`src/rtl/kms_pkg.sv`:
```
// Package: shared state type for the key matrix scanner.
package kms_pkg;
    // Phases of the column sequencer.
    typedef enum logic [1:0] {
        SQ_IDLE   = 2'd0,
        SQ_CHARGE = 2'd1,
        SQ_SELECT = 2'd2,
        SQ_TAIL   = 2'd3
    } seq_state_t;
endpackage

```
`src/rtl/kms_period.sv`:
```
// kms_period: counts millisecond ticks while enabled and raises `due`
// once the scan period has elapsed. Assumes ms_tick is a one-cycle pulse.
// A period below one tick is raised to one.
module kms_period #(
    parameter int PERIOD_MS = 50
) (
    input  logic clk,
    input  logic rst_n,
    input  logic enable,
    input  logic ms_tick,
    input  logic clear,
    output logic due
);
    localparam int EFF = (PERIOD_MS < 1) ? 1 : PERIOD_MS;
    localparam int PW  = $clog2(EFF + 1);

    logic [PW-1:0] cnt;

    // Saturating tick counter; cleared by disable or by a scan start.
    always_ff @(posedge clk) begin
        if (!rst_n) begin
            cnt <= '0;
        end else if (!enable || clear) begin
            cnt <= '0;
        end else if (ms_tick && (cnt != PW'(EFF))) begin
            cnt <= cnt + 1'b1;
        end
    end

    assign due = (cnt == PW'(EFF));
endmodule

```
`src/rtl/kms_column_seq.sv`:
```
// kms_column_seq: walks the columns. For each column it precharges with
// all columns off, drives the column, waits, then captures the row bits
// into the snapshot. One more precharge follows the last column, after
// which scan_done pulses. Assumes us_tick is a one-cycle pulse and that
// row_in settles within the select window. Disable aborts at once.
module kms_column_seq
    import kms_pkg::*;
#(
    parameter int NUM_COLS  = 12,
    parameter int NUM_ROWS  = 7,
    parameter int SETTLE_US = 20
) (
    input  logic                         clk,
    input  logic                         rst_n,
    input  logic                         enable,
    input  logic                         us_tick,
    input  logic                         start,
    input  logic [NUM_ROWS-1:0]          row_in,
    output logic [NUM_COLS-1:0]          col_sel,
    output logic                         charge,
    output logic [NUM_COLS*NUM_ROWS-1:0] snap,
    output logic                         scan_done,
    output logic                         busy
);
    localparam int SET_EFF = (SETTLE_US < 1) ? 1 : SETTLE_US;
    localparam int SW      = $clog2(SET_EFF + 1);
    localparam int CSW     = (NUM_COLS > 1) ? $clog2(NUM_COLS) : 1;

    seq_state_t     state;
    logic [CSW-1:0] col;
    logic [SW-1:0]  cnt;
    logic           win_end;

    // End of a settle window: last microsecond of the phase.
    assign win_end = us_tick && (cnt == SW'(SET_EFF - 1));

    // Phase sequencing, column stepping and row capture.
    always_ff @(posedge clk) begin
        if (!rst_n) begin
            state     <= SQ_IDLE;
            col       <= '0;
            cnt       <= '0;
            snap      <= '0;
            scan_done <= 1'b0;
        end else begin
            scan_done <= 1'b0;
            if (!enable) begin
                state <= SQ_IDLE;
                col   <= '0;
                cnt   <= '0;
            end else begin
                case (state)
                    SQ_IDLE: begin
                        if (start) begin
                            state <= SQ_CHARGE;
                            col   <= '0;
                            cnt   <= '0;
                        end
                    end
                    SQ_CHARGE: begin
                        if (win_end) begin
                            cnt   <= '0;
                            state <= SQ_SELECT;
                        end else if (us_tick) begin
                            cnt <= cnt + 1'b1;
                        end
                    end
                    SQ_SELECT: begin
                        if (win_end) begin
                            cnt <= '0;
                            for (int c = 0; c < NUM_COLS; c++) begin
                                if (col == CSW'(c))
                                    snap[c*NUM_ROWS +: NUM_ROWS] <= row_in;
                            end
                            if (col == CSW'(NUM_COLS - 1)) begin
                                state <= SQ_TAIL;
                            end else begin
                                col   <= col + 1'b1;
                                state <= SQ_CHARGE;
                            end
                        end else if (us_tick) begin
                            cnt <= cnt + 1'b1;
                        end
                    end
                    SQ_TAIL: begin
                        if (win_end) begin
                            cnt       <= '0;
                            state     <= SQ_IDLE;
                            scan_done <= 1'b1;
                        end else if (us_tick) begin
                            cnt <= cnt + 1'b1;
                        end
                    end
                    default: state <= SQ_IDLE;
                endcase
            end
        end
    end

    // One-hot column decode, only during the select window.
    for (genvar c = 0; c < NUM_COLS; c++) begin : g_col
        assign col_sel[c] = (state == SQ_SELECT) && (col == CSW'(c));
    end

    assign charge = (state == SQ_CHARGE) || (state == SQ_TAIL);
    assign busy   = (state != SQ_IDLE);
endmodule

```
`src/rtl/kms_delta.sv`:
```
// kms_delta: after a scan, visits every key in ascending index order and
// offers an event for each key whose snapshot bit differs from the last
// reported state. The reported state is updated on acceptance only.
// Assumes snap stays stable while busy.
module kms_delta #(
    parameter int KEYS = 84,
    parameter int IW   = 7
) (
    input  logic            clk,
    input  logic            rst_n,
    input  logic            go,
    input  logic [KEYS-1:0] snap,
    input  logic            evt_ready,
    output logic            evt_valid,
    output logic [IW-1:0]   evt_index,
    output logic            evt_pressed,
    output logic            press_seen,
    output logic            busy
);
    logic [KEYS-1:0] prev;
    logic [IW-1:0]   idx;
    logic            active;
    logic            any_press;
    logic            cur_bit;
    logic            advance;

    assign cur_bit   = snap[idx];
    assign evt_valid = active && (cur_bit != prev[idx]);
    assign advance   = active && (!evt_valid || evt_ready);

    // Pass control, reported-state update and press summary.
    always_ff @(posedge clk) begin
        if (!rst_n) begin
            prev       <= '0;
            idx        <= '0;
            active     <= 1'b0;
            any_press  <= 1'b0;
            press_seen <= 1'b0;
        end else begin
            press_seen <= 1'b0;
            if (!active) begin
                if (go) begin
                    active    <= 1'b1;
                    idx       <= '0;
                    any_press <= 1'b0;
                end
            end else if (advance) begin
                if (evt_valid) begin
                    prev[idx] <= cur_bit;
                    if (cur_bit) any_press <= 1'b1;
                end
                if (idx == IW'(KEYS - 1)) begin
                    active     <= 1'b0;
                    press_seen <= any_press || (evt_valid && cur_bit);
                end else begin
                    idx <= idx + 1'b1;
                end
            end
        end
    end

    assign evt_index   = idx;
    assign evt_pressed = cur_bit;
    assign busy        = active;
endmodule

```
`src/rtl/kbd_matrix_scan.sv`:
```
// kbd_matrix_scan: top of the key matrix scanner. Joins the period
// counter, the column sequencer and the delta pass. A new scan starts only
// when both the sequencer and the delta pass are idle, so the snapshot is
// stable for the whole pass.
module kbd_matrix_scan #(
    parameter int NUM_COLS  = 12,
    parameter int NUM_ROWS  = 7,
    parameter int SETTLE_US = 20,
    parameter int PERIOD_MS = 50,
    localparam int KEYS     = NUM_COLS * NUM_ROWS,
    localparam int IW       = $clog2(KEYS)
) (
    input  logic                clk,
    input  logic                rst_n,
    input  logic                enable,
    input  logic                us_tick,
    input  logic                ms_tick,
    input  logic [NUM_ROWS-1:0] row_in,
    output logic [NUM_COLS-1:0] col_sel,
    output logic                charge,
    output logic                evt_valid,
    input  logic                evt_ready,
    output logic [IW-1:0]       evt_index,
    output logic                evt_pressed,
    output logic                press_seen
);
    logic            due;
    logic            start;
    logic            seq_busy;
    logic            delta_busy;
    logic            scan_done;
    logic [KEYS-1:0] snap;

    assign start = enable && due && !seq_busy && !delta_busy;

    kms_period #(.PERIOD_MS(PERIOD_MS)) u_period (
        .clk(clk), .rst_n(rst_n), .enable(enable), .ms_tick(ms_tick),
        .clear(start), .due(due)
    );

    kms_column_seq #(
        .NUM_COLS(NUM_COLS), .NUM_ROWS(NUM_ROWS), .SETTLE_US(SETTLE_US)
    ) u_seq (
        .clk(clk), .rst_n(rst_n), .enable(enable), .us_tick(us_tick),
        .start(start), .row_in(row_in), .col_sel(col_sel), .charge(charge),
        .snap(snap), .scan_done(scan_done), .busy(seq_busy)
    );

    kms_delta #(.KEYS(KEYS), .IW(IW)) u_delta (
        .clk(clk), .rst_n(rst_n), .go(scan_done), .snap(snap),
        .evt_ready(evt_ready), .evt_valid(evt_valid), .evt_index(evt_index),
        .evt_pressed(evt_pressed), .press_seen(press_seen), .busy(delta_busy)
    );
endmodule

```
`config.mk`:
```
export PLATFORM = sky130hd
export DESIGN_NAME = kbd_matrix_scan
export DESIGN_NICKNAME = d
export VERILOG_FILES = /design/src/rtl/kms_pkg.sv /design/src/rtl/kms_period.sv /design/src/rtl/kms_column_seq.sv /design/src/rtl/kms_delta.sv /design/src/rtl/kbd_matrix_scan.sv
export SDC_FILE = /design/constraint.sdc
export NUM_CORES = 1
export LEC_CHECK = 0
export BUFFER_PORTS_ARGS = -buffer_cell sky130_fd_sc_hd__buf_2
export CAP_MARGIN = 25
export CORE_ASPECT_RATIO = 0.6
export CORE_MARGIN = 3
export CORE_UTILIZATION = 50
export CTS_BUF_LIST = sky130_fd_sc_hd__clkbuf_2 sky130_fd_sc_hd__clkbuf_4 sky130_fd_sc_hd__clkbuf_8
export CTS_CLUSTER_SIZE = 40
export DETAILED_ROUTE_END_ITERATION = 7
export PLACE_DENSITY = 0.69
export SETUP_SLACK_MARGIN = 0.05
export SYNTH_ARGS = -nofsm -noshare
export SYNTH_HDL_FRONTEND = slang
export SYNTH_HIERARCHICAL = 1
export SYNTH_SLANG_ARGS = --single-unit
export TNS_END_PERCENT = 20
```
`constraint.sdc`:
```
create_clock -name clk -period 7.2 [get_ports clk]
set_input_delay 0.36 -clock clk [delete_from_list [all_inputs] [get_ports clk]]
set_output_delay 0.36 -clock clk [all_outputs]
set_load 0.1 [all_outputs]
```
==> reports/metrics.yaml, run 1 <==
route:
  drc_errors: 0
  dr.pass1.iters: 5
  vias: 8291
  via_per_inst: 6.388
  routed_wl_um: 27760
  detail-route-antenna-nets: 0
  first_iter_violations: 932
  detail_route.wl_per_cell_um: 21.39
worst_setup_path:
  crit_slowest_cell: "dfxtp_2"
  cp_max_fo: 26
  cp_slowest_stage_delay_ps: 780
  start_kind: "flip-flop"
  cp_data_required_time_ps: 6840
  arrival_ps: 4300
  cp-end-kind: "output pin"
  cpMostUsedCell: "nor2_1"
  setup.worst_path.class: "reg2out"
  crit_path_cell_trace: "buf_4, nor2_1, a221oi_1, o221ai_1, a311oi_1, o221a_2, inv_4, xnor2_4, nor2_1, buf_2"
power_and_ir_drop:
  leakagePower_nw: 3.761
  switching_share: 0.2621
  p_int_mw: 1.354
  p_total_mw: 1.834
  power_frac_seq: 0.591
  power.share.clock: 0.387
  p_sw_mw: 0.4807
  peakVddDrop_uv: 113.1
  pwr-share-comb: 0.022
  power.density_nw_per_um2: 174.2
sta:
  fin_skew_ps: 21.42
  finalSetupViolCount: 0
  rsz0062_at_grt: "no"
  final_max_slew_viol_count: 0
  setup_ws_ps: 2543
  tns_ps: 0
  maxSlewHeadroom: 0.3419
  post-route-period-util: 0.6468
  max_freq_ghz: 0.2147
  hold_ws_ps: 247.0
  min_period_ps: 4657
  tightest_slew_ps: 984.8
  hold_viol: 0
grt:
  antenna_found_initial: 0
  grt-ovfl-total: 0
  grt_max_degree: 98
  grt_first_pass_wirelength_um: 44190
  grt_pass1_vias: 7629
  track_usage: 0.2569
synthesis:
  synth.distinct_cells: 79
  synth_cells: 1050
  syn_area_um2: 10050
  synth_warnings: 6
  yosysTopAreaCell: "dfxtp_1"
  ys_seq_area_frac: 0.3903
  synthArstFlopShare: 0
  postSynthAreaPerCell_um2: 9.573
  synth_top_cells_by_count: "dfxtp_1 (196), nand2_1 (156), mux2i_1 (109)"
  synthesis.nets: 1071
  synth-edff-count: 0
  ys_ff_latch: 196
  synth_flop_cell: "dfxtp_1"
  yosysTopAreaCellShare: 0.3903
  synthTopCellsByArea: "dfxtp_1 (39%), mux2i_1 (11%), nand2_1 (5.8%)"
  synth.most_common_cell: "dfxtp_1"
finish:
  syn_to_final_growth_pct: 4.730
  fin_nets: 1040
  instances_no_fill: 1298
  drive_above_1_share: 0.1473
  final_util: 0.5434
  finalInstanceArea_um2: 10530
  diodes: 0
die:
  io_pins: 36
  dieWidth_um: 189.1
  core_area_um2: 19370
  die-area_um2: 21900
  die_h_um: 115.8
  initial_core_util: 0.5189
  fp-row-count: 39
placement:
  dp_slack_ps: 2939
  postPlaceCellArea_um2: 10150
  place_hpwl_um: 18510
  portBuffers: 35
  dp_cells: 1266
  place.gp.congestion: 0.9129
hold_path:
  min-delay-path-class: "in2reg"
clock_tree:
  postCtsResizedCells: 0
  tritoncts: "yes"
  clock_sinks: 196
  numCtsBuffers: 17
  cts_max_level: 4
  postCtsSetupBuffers: 0
  cts_buffer_depth: 2
  cts_root_buffer: "clkbuf_8"
  holdBufCountCts: 0
  path_clk_slew_ps: 110
  clkLatencyLatePin_ps: 470
flow_run:
  maxCapViolCount: 0
status:
  status: "finished, final reports clean"
-- registers in the layout (all words and copies together) (netlist names) --
name and cells:
u_delta/busy 1, u_seq/col 4, u_seq/snap 84, u_delta/evt_index 7
u_period/cnt 6, u_delta/prev 84, u_seq/scan_done 1, u_seq/state 2
u_delta/press_seen 1, u_seq/cnt 5, u_delta/any_press 1
-- cell type report --
| class | instances | area [um2] |
|---|---|---|
| clock buffer | 18 | 241.5 |
| clock inverter | 14 | 140.1 |
| fill | 1753 | 8845 |
| inverter | 18 | 70.07 |
| multi-input combinational | 745 | 5593 |
| sequential | 196 | 3928 |
| tap | 266 | 332.8 |
| timing repair buffer | 41 | 222.7 |
-- worst paths after layout --
path	startpoint	endpoint	slack (ps)	depth (start not counted)
worst min-delay path	us_tick	u_seq/cnt[4]	250	3
worst min register to register	u_seq/snap[55]	u_seq/snap[55]	460	2
worst max-delay path	u_delta/evt_index[1]	evt_valid	2540	10
worst max register to register	u_delta/evt_index[1]	u_delta/prev[67]	2800	11
-- cells in the final DEF (no fill, tap or decap), types with 5 or more instances in the layout --
master,instances
or3_1,8
inv_1,15
mux2_2,7
o22ai_1,5
nand4_1,8
a221oi_1,10
mux4_2,25
nand2_1,156
nor2_1,50
nor2_8,8
a211oi_1,6
ha_1,8
o21ai_1,10
o21ai_0,29
mux2i_1,109
nor2b_1,8
buf_4,7
inv_8,5
o221a_2,5
nor3b_1,6
nand3_1,25
dfxtp_1,193
buf_2,34
nor4_2,8
and3_1,8
nand3b_1,6
nor4_1,12
o221a_1,44
nor3_1,49
o211ai_1,35
a21oi_1,16
clkbuf_8,17
nand2b_1,13
-- worst max-delay path: cells and delay by family (launching register included) --
family	cells	cell delay (ps)
xor+xnor	1	190
flops	1	780
compound gates	4	1450
simple gates	2	400
buf+inv	3	990
-- kinds of logic (layout without fill, tap and decap cells) --
family / after synthesis / in the layout / share of synthesized area
AOI/OAI and AO/OA: 197 / 197 / 0.1581
and+or+nand+nor: 395 / 395 / 0.2106
adders and majority gates: 8 / 8 / 0.009958
buffers and inverters: 109 / 91 / 0.05327
DFF: 196 / 196 / 0.3903
muxes: 141 / 141 / 0.1724
xor gates and xnor gates: 4 / 4 / 0.005353
-- power groups by stage --
stage | clock network (mW) | logic (mW) | registers (mW)
floorplan | 0 | 0.0264 | 1.11
global placement | 0 | 0.0405 | 1.11
detailed placement | 0 | 0.0402 | 1.11
CTS | 0.724 | 0.0404 | 1.08
global route | 0.768 | 0.0438 | 1.08
finish | 0.710 | 0.0405 | 1.08
-- metal layers --
metal,track usage,up-vias,routed length (um)
met2,0.3444,400,10880
met1,0.4139,4024,13730
met4,0.04462,0,165
met5,0,-,0
met3,0.06167,16,2984
li1,-,3851,-
Note: power is estimated with default switching activity, not from simulation.
==> run 2: changes to the inputs <==
--- a/config.mk
+++ b/config.mk
@@ -13,7 +13,7 @@
 export CTS_BUF_LIST = sky130_fd_sc_hd__clkbuf_2 sky130_fd_sc_hd__clkbuf_4 sky130_fd_sc_hd__clkbuf_8
 export CTS_CLUSTER_SIZE = 40
 export DETAILED_ROUTE_END_ITERATION = 7
-export PLACE_DENSITY = 0.69
+export PLACE_DENSITY = 0.71
 export SETUP_SLACK_MARGIN = 0.05
 export SYNTH_ARGS = -nofsm -noshare
 export SYNTH_HDL_FRONTEND = slang
==> constraint.sdc (replaced) <==
create_clock -name clk -period 3.75 [get_ports clk]
set_input_delay 0.1875 -clock clk [delete_from_list [all_inputs] [get_ports clk]]
set_output_delay 0.1875 -clock clk [all_outputs]
set_load 0.1 [all_outputs]
==> run 2 against run 1 <==
Compared with the run above: combinational power grew 100%; clock skew grew 1.8 ps; sequential power grew 93%; critical endpoint unchanged; count of clock-buffer cells in the layout shrank 1; final area grew 3.7%.
==> reports/metrics.yaml, run 2 (synthesized netlist as in run 1, its figures left out) <==
status:
  status: "finished, final reports clean"
finish:
  syn_to_final_growth_pct: 8.564
  diodes: 0  # unchanged
  fillers: 1675  # -4.4%
  fin_nets: 1068  # +2.7%
  layout_common_cells: "dfxtp_1 (192), nand2_1 (156), mux2i_1 (109)"
  final_util: 0.5633  # +0.01989
  final_common_cell: "dfxtp_1"
  instances_no_fill: 1326  # +2.2%
  drive_above_1_share: 0.1745  # +0.02724
hold_path:
  min-delay-path-class: "in2reg"
  min_from: "us_tick"
  hold_depth: 3  # unchanged
  hold-path-endpoint: "u_seq/cnt[1]"
sta:
  fin_skew_ps: 23.25  # +1.834 ps
  tns_ps: 0  # unchanged
  tightest_slew_ps: 989.5  # +4.726 ps
  min_period_ps: 3595
  rsz0062_at_grt: "no"
  hold_ws_ps: 66.18  # -180.8 ps
  finalSetupViolCount: 0  # unchanged
  final_max_slew_viol_count: 0  # unchanged
  maxSlewHeadroom: 0.3387  # -0.003158
  hold_viol: 0  # unchanged
  max_freq_ghz: 0.2781
  post-route-period-util: 0.9588
worst_setup_path:
  start_kind: "flip-flop"
  setup.worst_path.class: "reg2out"
  cp-end-kind: "output pin"
  r2r_end: "u_delta/prev[43]"
  reg2reg_from: "u_delta/evt_index[1]"
  rr_worst_depth: 10  # -1
  r2r_slack_ps: 370  # -2430 ps
  startpoint: "u_delta/evt_index[1]"
  cp_data_required_time_ps: 3560  # -3280 ps
  cp_max_fo: 16  # -38%
  arrival_ps: 3410  # -890 ps
clock_tree:
  cts_buffer_depth: 2  # unchanged
  clkLatencyLatePin_ps: 470  # about the same
  cts_root_buffer: "clkbuf_8"
  tritoncts: "yes"
  numCtsBuffers: 17  # unchanged
  cts_max_level: 4  # unchanged
  path_clk_slew_ps: 120  # about the same
  clock_sinks: 196  # unchanged
power_and_ir_drop:
  p_total_mw: 3.541  # +93%
  power.density_nw_per_um2: 324.5  # +86%
  peakVddDrop_uv: 226.3  # +100%
  leakagePower_nw: 3.966  # +5.5%
placement:
  portBuffers: 35  # unchanged
  place_hpwl_um: 18750  # +1.3%
  dp_cells: 1285  # +1.5%
  place.gp.congestion: 0.9329  # +2.2%
grt:
  grt-ovfl-total: 0  # unchanged
  track_usage: 0.2555  # -0.001366
  grt_pass1_vias: 7723  # +1.2%
  grt_first_pass_wirelength_um: 44450  # +0.59%
  antenna_found_initial: 0  # unchanged
  grt_max_degree: 115  # +17%
die:
  die_h_um: 115.8  # unchanged
  io_pins: 36  # unchanged
  fp-row-count: 39  # unchanged
  core_area_um2: 19370  # unchanged
  dieWidth_um: 189.1  # unchanged
  initial_core_util: 0.5189  # unchanged
  die-area_um2: 21900  # unchanged
route:
  routed_wl_um: 29070  # +4.7%
  first_iter_violations: 972  # +4.3%
  drc_errors: 0  # unchanged
  vias: 8544  # +3.1%
  dr.pass1.iters: 6  # +1
  detail-route-antenna-nets: 0  # unchanged
  via_per_inst: 6.443  # +0.88%
  detail_route.wl_per_cell_um: 21.92  # +2.5%
flow_run:
  maxCapViolCount: 0  # unchanged
run 2: critical path, cell delays in order, from the launching register on:
cell and delay, ps:
dfxtp_4 490, nor2b_1 330, buf_4 230, a221oi_1 90, o211a_1 220, nor4_1 540, a211o_4 360, xnor2_4 130
buf_12 180, nor2_4 70, buf_4 280
run 2: final cells by class:
type	count	area, um2	area share
Multi-Input combinational cell	745	5619	0.5149
Timing Repair Buffer	69	560.5	0.05136
Clock buffer	17	234.0	0.02144
Clock inverter	15	160.2	0.01468
Sequential cell	196	3936	0.3607
Inverter	18	70.07	0.006421
Tap cell	266	332.8	0.03050
run 2: how the worst max path moves through the flow:
stage / to / slack [ps] / depth (start not counted)
after floorplan: evt_valid / 210 / 10
after global placement: evt_valid / 320 / 10
after detailed placement: evt_valid / 300 / 10
after CTS: evt_valid / 90 / 10
after global routing: evt_valid / 50 / 10
final: evt_valid / 150 / 10
run 2: through the flow:
| step | worst slack [ps] | instance area (um2) |
|---|---|---|
| after floorplan | 212.2 | 10060 |
| after global placement | 324.3 | 10360 |
| after detailed placement | 303.3 | 10360 |
| after CTS | 92.34 | 10800 |
| after global routing | 50.69 | 10910 |
| final | 154.6 | 10910 |
run 2: timing repair:
action / 4_1_cts / 5_1_grt
setup buffers: 0 / 6
gates resized for setup: 3 / 5
gates cloned: 1 / 2
endpoints found under the setup margin: 1 / 1
pin swaps: 0 / 1
hold buffers: 0 / 0
run 2: per-layer routing:
metal  global-route usage  up-vias  wire length, um
li1                     -     3905                -
met5                    0        -                0
met3              0.07557       26             3234
met1               0.4029     4182            14110
met2               0.3432      431            11490
met4              0.04214        0              228
run 2: where the power goes:
| group | total, mW | internal (mW) | switching (mW) | leakage (nW) |
|---|---|---|---|---|
| clock network | 1.38 | 0.503 | 0.876 | 0.190 |
| logic | 0.0821 | 0.0158 | 0.0663 | 2.20 |
| registers | 2.08 | 2.08 | 0.00103 | 1.58 |
==> run 3: changes to the inputs <==
--- a/config.mk
+++ b/config.mk
@@ -13,7 +13,7 @@
 export CTS_BUF_LIST = sky130_fd_sc_hd__clkbuf_2 sky130_fd_sc_hd__clkbuf_4 sky130_fd_sc_hd__clkbuf_8
 export CTS_CLUSTER_SIZE = 40
 export DETAILED_ROUTE_END_ITERATION = 7
-export PLACE_DENSITY = 0.71
+export PLACE_DENSITY = 0.69
 export SETUP_SLACK_MARGIN = 0.05
 export SYNTH_ARGS = -nofsm -noshare
 export SYNTH_HDL_FRONTEND = slang
==> constraint.sdc (replaced) <==
create_clock -name clk -period 4.2 [get_ports clk]
set_input_delay 0.21 -clock clk [delete_from_list [all_inputs] [get_ports clk]]
set_output_delay 0.21 -clock clk [all_outputs]
set_load 0.1 [all_outputs]
==> run 3 against run 2 <==
Compared with the run above: first-iteration DRC count increased by 7.1%; via count decreased by 0.39%; cell count decreased by 0.30%; total power decreased by 9.4%; flip-flop and latch count unchanged; highest routed layer unchanged; worst hold slack improved by 5.8 ps; the run now ends with design-rule violations left; wire length decreased by 2.4%; global-route usage increased by 0.62 points; clock power decreased by 7%; clock skew decreased by 5.6 ps; critical path depth decreased by 1; worst setup slack improved by 58 ps.
==> reports/metrics.yaml, run 3 (synthesized netlist as in run 1, its figures left out) <==
hold_path:
  min_from: "us_tick"
  hold-path-endpoint: "u_seq/cnt[1]"
  min-delay-path-class: "in2reg"
  hold_depth: 3  # unchanged
power_and_ir_drop:
  p_total_mw: 3.207  # -9.4%
  peakVddDrop_uv: 196.2  # -13%
  leakagePower_nw: 3.895  # -1.8%
  p_int_mw: 2.417  # -7.0%
  power.share.clock: 0.398  # +0.009
  switching_share: 0.2464  # -0.02002
  power.density_nw_per_um2: 297.4  # -8.4%
  p_sw_mw: 0.7899  # -16%
  power_frac_seq: 0.579  # -0.008
  pwr-share-comb: 0.023  # about the same
worst_setup_path:
  r2r_end: "u_delta/prev[39]"
  cp_data_required_time_ps: 3990  # +430 ps
  cp-end-kind: "output pin"
  reg2reg_from: "u_delta/evt_index[1]"
  start_kind: "flip-flop"
  setup.worst_path.class: "reg2out"
  rr_worst_depth: 9  # -1
  crit_path_cell_trace: "mux4_2, mux2i_1, o32ai_1, a311oi_1, o221a_2, inv_4, xnor2_4, nor2_2, clkbuf_4"
  arrival_ps: 3780  # +370 ps
  cp_slowest_stage_delay_ps: 560  # +20 ps
  crit_slowest_cell: "mux4_2"
  cp_max_fo: 21  # +5
  r2r_slack_ps: 430  # +60 ps
die:
  dieWidth_um: 189.1  # unchanged
  io_pins: 36  # unchanged
  fp-row-count: 39  # unchanged
  core_area_um2: 19370  # unchanged
  initial_core_util: 0.5189  # unchanged
  die-area_um2: 21900  # unchanged
  die_h_um: 115.8  # unchanged
placement:
  place.gp.congestion: 0.9227  # -1.1%
  place_hpwl_um: 19300  # +2.9%
  portBuffers: 35  # unchanged
  postPlaceCellArea_um2: 10350  # -0.14%
  dp_slack_ps: 323.8  # +20.53 ps
finish:
  final_common_cell: "dfxtp_1"
  drive_above_1_share: 0.1695  # -0.005021
  finalInstanceArea_um2: 10780  # -1.2%
  syn_to_final_growth_pct: 7.269
  layout_common_cells: "dfxtp_1 (193), nand2_1 (156), mux2i_1 (109)"
  final_util: 0.5566  # -0.006718
  fin_nets: 1064  # -0.37%
  diodes: 0  # unchanged
grt:
  grt-ovfl-total: 0  # unchanged
  track_usage: 0.2618  # +0.006233
  antenna_found_initial: 0  # unchanged
  met1_usage: 0.4266  # +0.02372
  use_met2: 0.3454  # +0.002169
  grt_max_degree: 97  # -16%
  grt_first_pass_wirelength_um: 44960  # +1.1%
  grt-busiest-layer: "met1"
  grt_pass1_vias: 7769  # +0.60%
  grt_util_met3: 0.06439  # -0.01119
sta:
  maxSlewHeadroom: 0.3447  # +0.006027
  hold_viol: 0  # unchanged
  max_freq_ghz: 0.2508
  setup_ws_ps: 213.0  # +58.38 ps
  finalSetupViolCount: 0  # unchanged
  min_period_ps: 3987
  rsz0062_at_grt: "no"
  final_max_slew_viol_count: 0  # unchanged
  post-route-period-util: 0.9493
  tns_ps: 0  # unchanged
  tightest_slew_ps: 980.5  # -9.018 ps
  fin_skew_ps: 17.63  # -5.628 ps
clock_tree:
  tritoncts: "yes"
  path_clk_slew_ps: 110  # about the same
  clkLatencyLatePin_ps: 480  # about the same
  numCtsBuffers: 17  # unchanged
  cts_buffer_depth: 2  # unchanged
  cts_max_level: 4  # unchanged
  cts_root_buffer: "clkbuf_8"
  postCtsSetupBuffers: 0  # unchanged
  clock_sinks: 196  # unchanged
flow_run:
  maxCapViolCount: 0  # unchanged
route:
  via_per_inst: 6.438  # about the same
  detail-route-antenna-nets: 0  # unchanged
  first_iter_violations: 1041  # +7.1%
  detail_route.wl_per_cell_um: 21.45  # -2.1%
  dr.pass1.iters: 8  # +2
  vias: 8511  # -0.39%
  drc_errors: 1  # +1
  routed_wl_um: 28360  # -2.4%
status:
  violations: "design-rule violations"
  status: "complete, but fails checks"
run 3: changes by cell type in the layout (fill, tap and decap cells not counted), sizes merged:
cell    change
buf         -3
bufinv      +2
clkinv      -2
bufbuf      -1
clkbuf      -1
xnor2       +1
run 3: critical path, delay by kind of cell (launching register included):
| kind | cells | cell delay (ps) |
|---|---|---|
| XOR/XNOR | 1 | 480 |
| multiplexers | 2 | 840 |
| flip-flops | 1 | 540 |
| AO/OA/AOI/OAI | 3 | 900 |
| AND/OR/NAND/NOR | 1 | 120 |
| buffers and inverters | 2 | 400 |
run 3: stage by stage:
step / cells / hold WS [ps]
floorplan: 1050 / 377.1
global placement: 1289 / 440.1
detailed placement: 1289 / 446.7
CTS: 1322 / 37.08
global route: 1322 / 84.15
finish: 1322 / 72.01
run 3: worst max path at each step:
stage	to	startpoint	cells past startpoint	slack, ps
finish	evt_valid	u_delta/evt_index[0]	9	210
global route	evt_valid	u_delta/evt_index[0]	9	130
CTS	evt_valid	u_delta/evt_index[2]	9	140
detailed placement	u_delta/prev[23]	u_delta/evt_index[0]	10	320
global placement	u_delta/prev[72]	u_delta/evt_index[0]	10	330
floorplan	evt_valid	u_delta/evt_index[2]	10	120
run 3: timing repair:
item	4_1_cts	5_1_grt
pin swaps	1	1
hold buffers	0	0
gates cloned	1	0
resized for setup	1	5
endpoints found under the setup margin	1	1
run 3: power by group through the flow:
stage          logic (mW)  clock network (mW)  registers [mW]
6_report           0.0735                1.28            1.86
5_1_grt            0.0790                1.38            1.86
4_1_cts            0.0723                1.30            1.86
3_5_place_dp       0.0723                   0            1.90
3_3_place_gp       0.0724                   0            1.90
2_1_floorplan      0.0453                   0            1.90
run 3: routing by layer:
metal  share of wire  vias up
met5               0        -
met1            0.50     4169
li1                -     3890
met2            0.39      418
met4           0.012        0
met3            0.10       34
run 3: final cells by class:
| class | count | area [um2] |
|---|---|---|
| sequential | 196 | 3935 |
| clock inverter | 15 | 167.7 |
| fill | 1747 | 8589 |
| timing repair buffer | 64 | 422.9 |
| tap | 266 | 332.8 |
| inverter | 18 | 70.07 |
| multi-input combinational | 746 | 5620 |
| clock buffer | 17 | 234.0 |
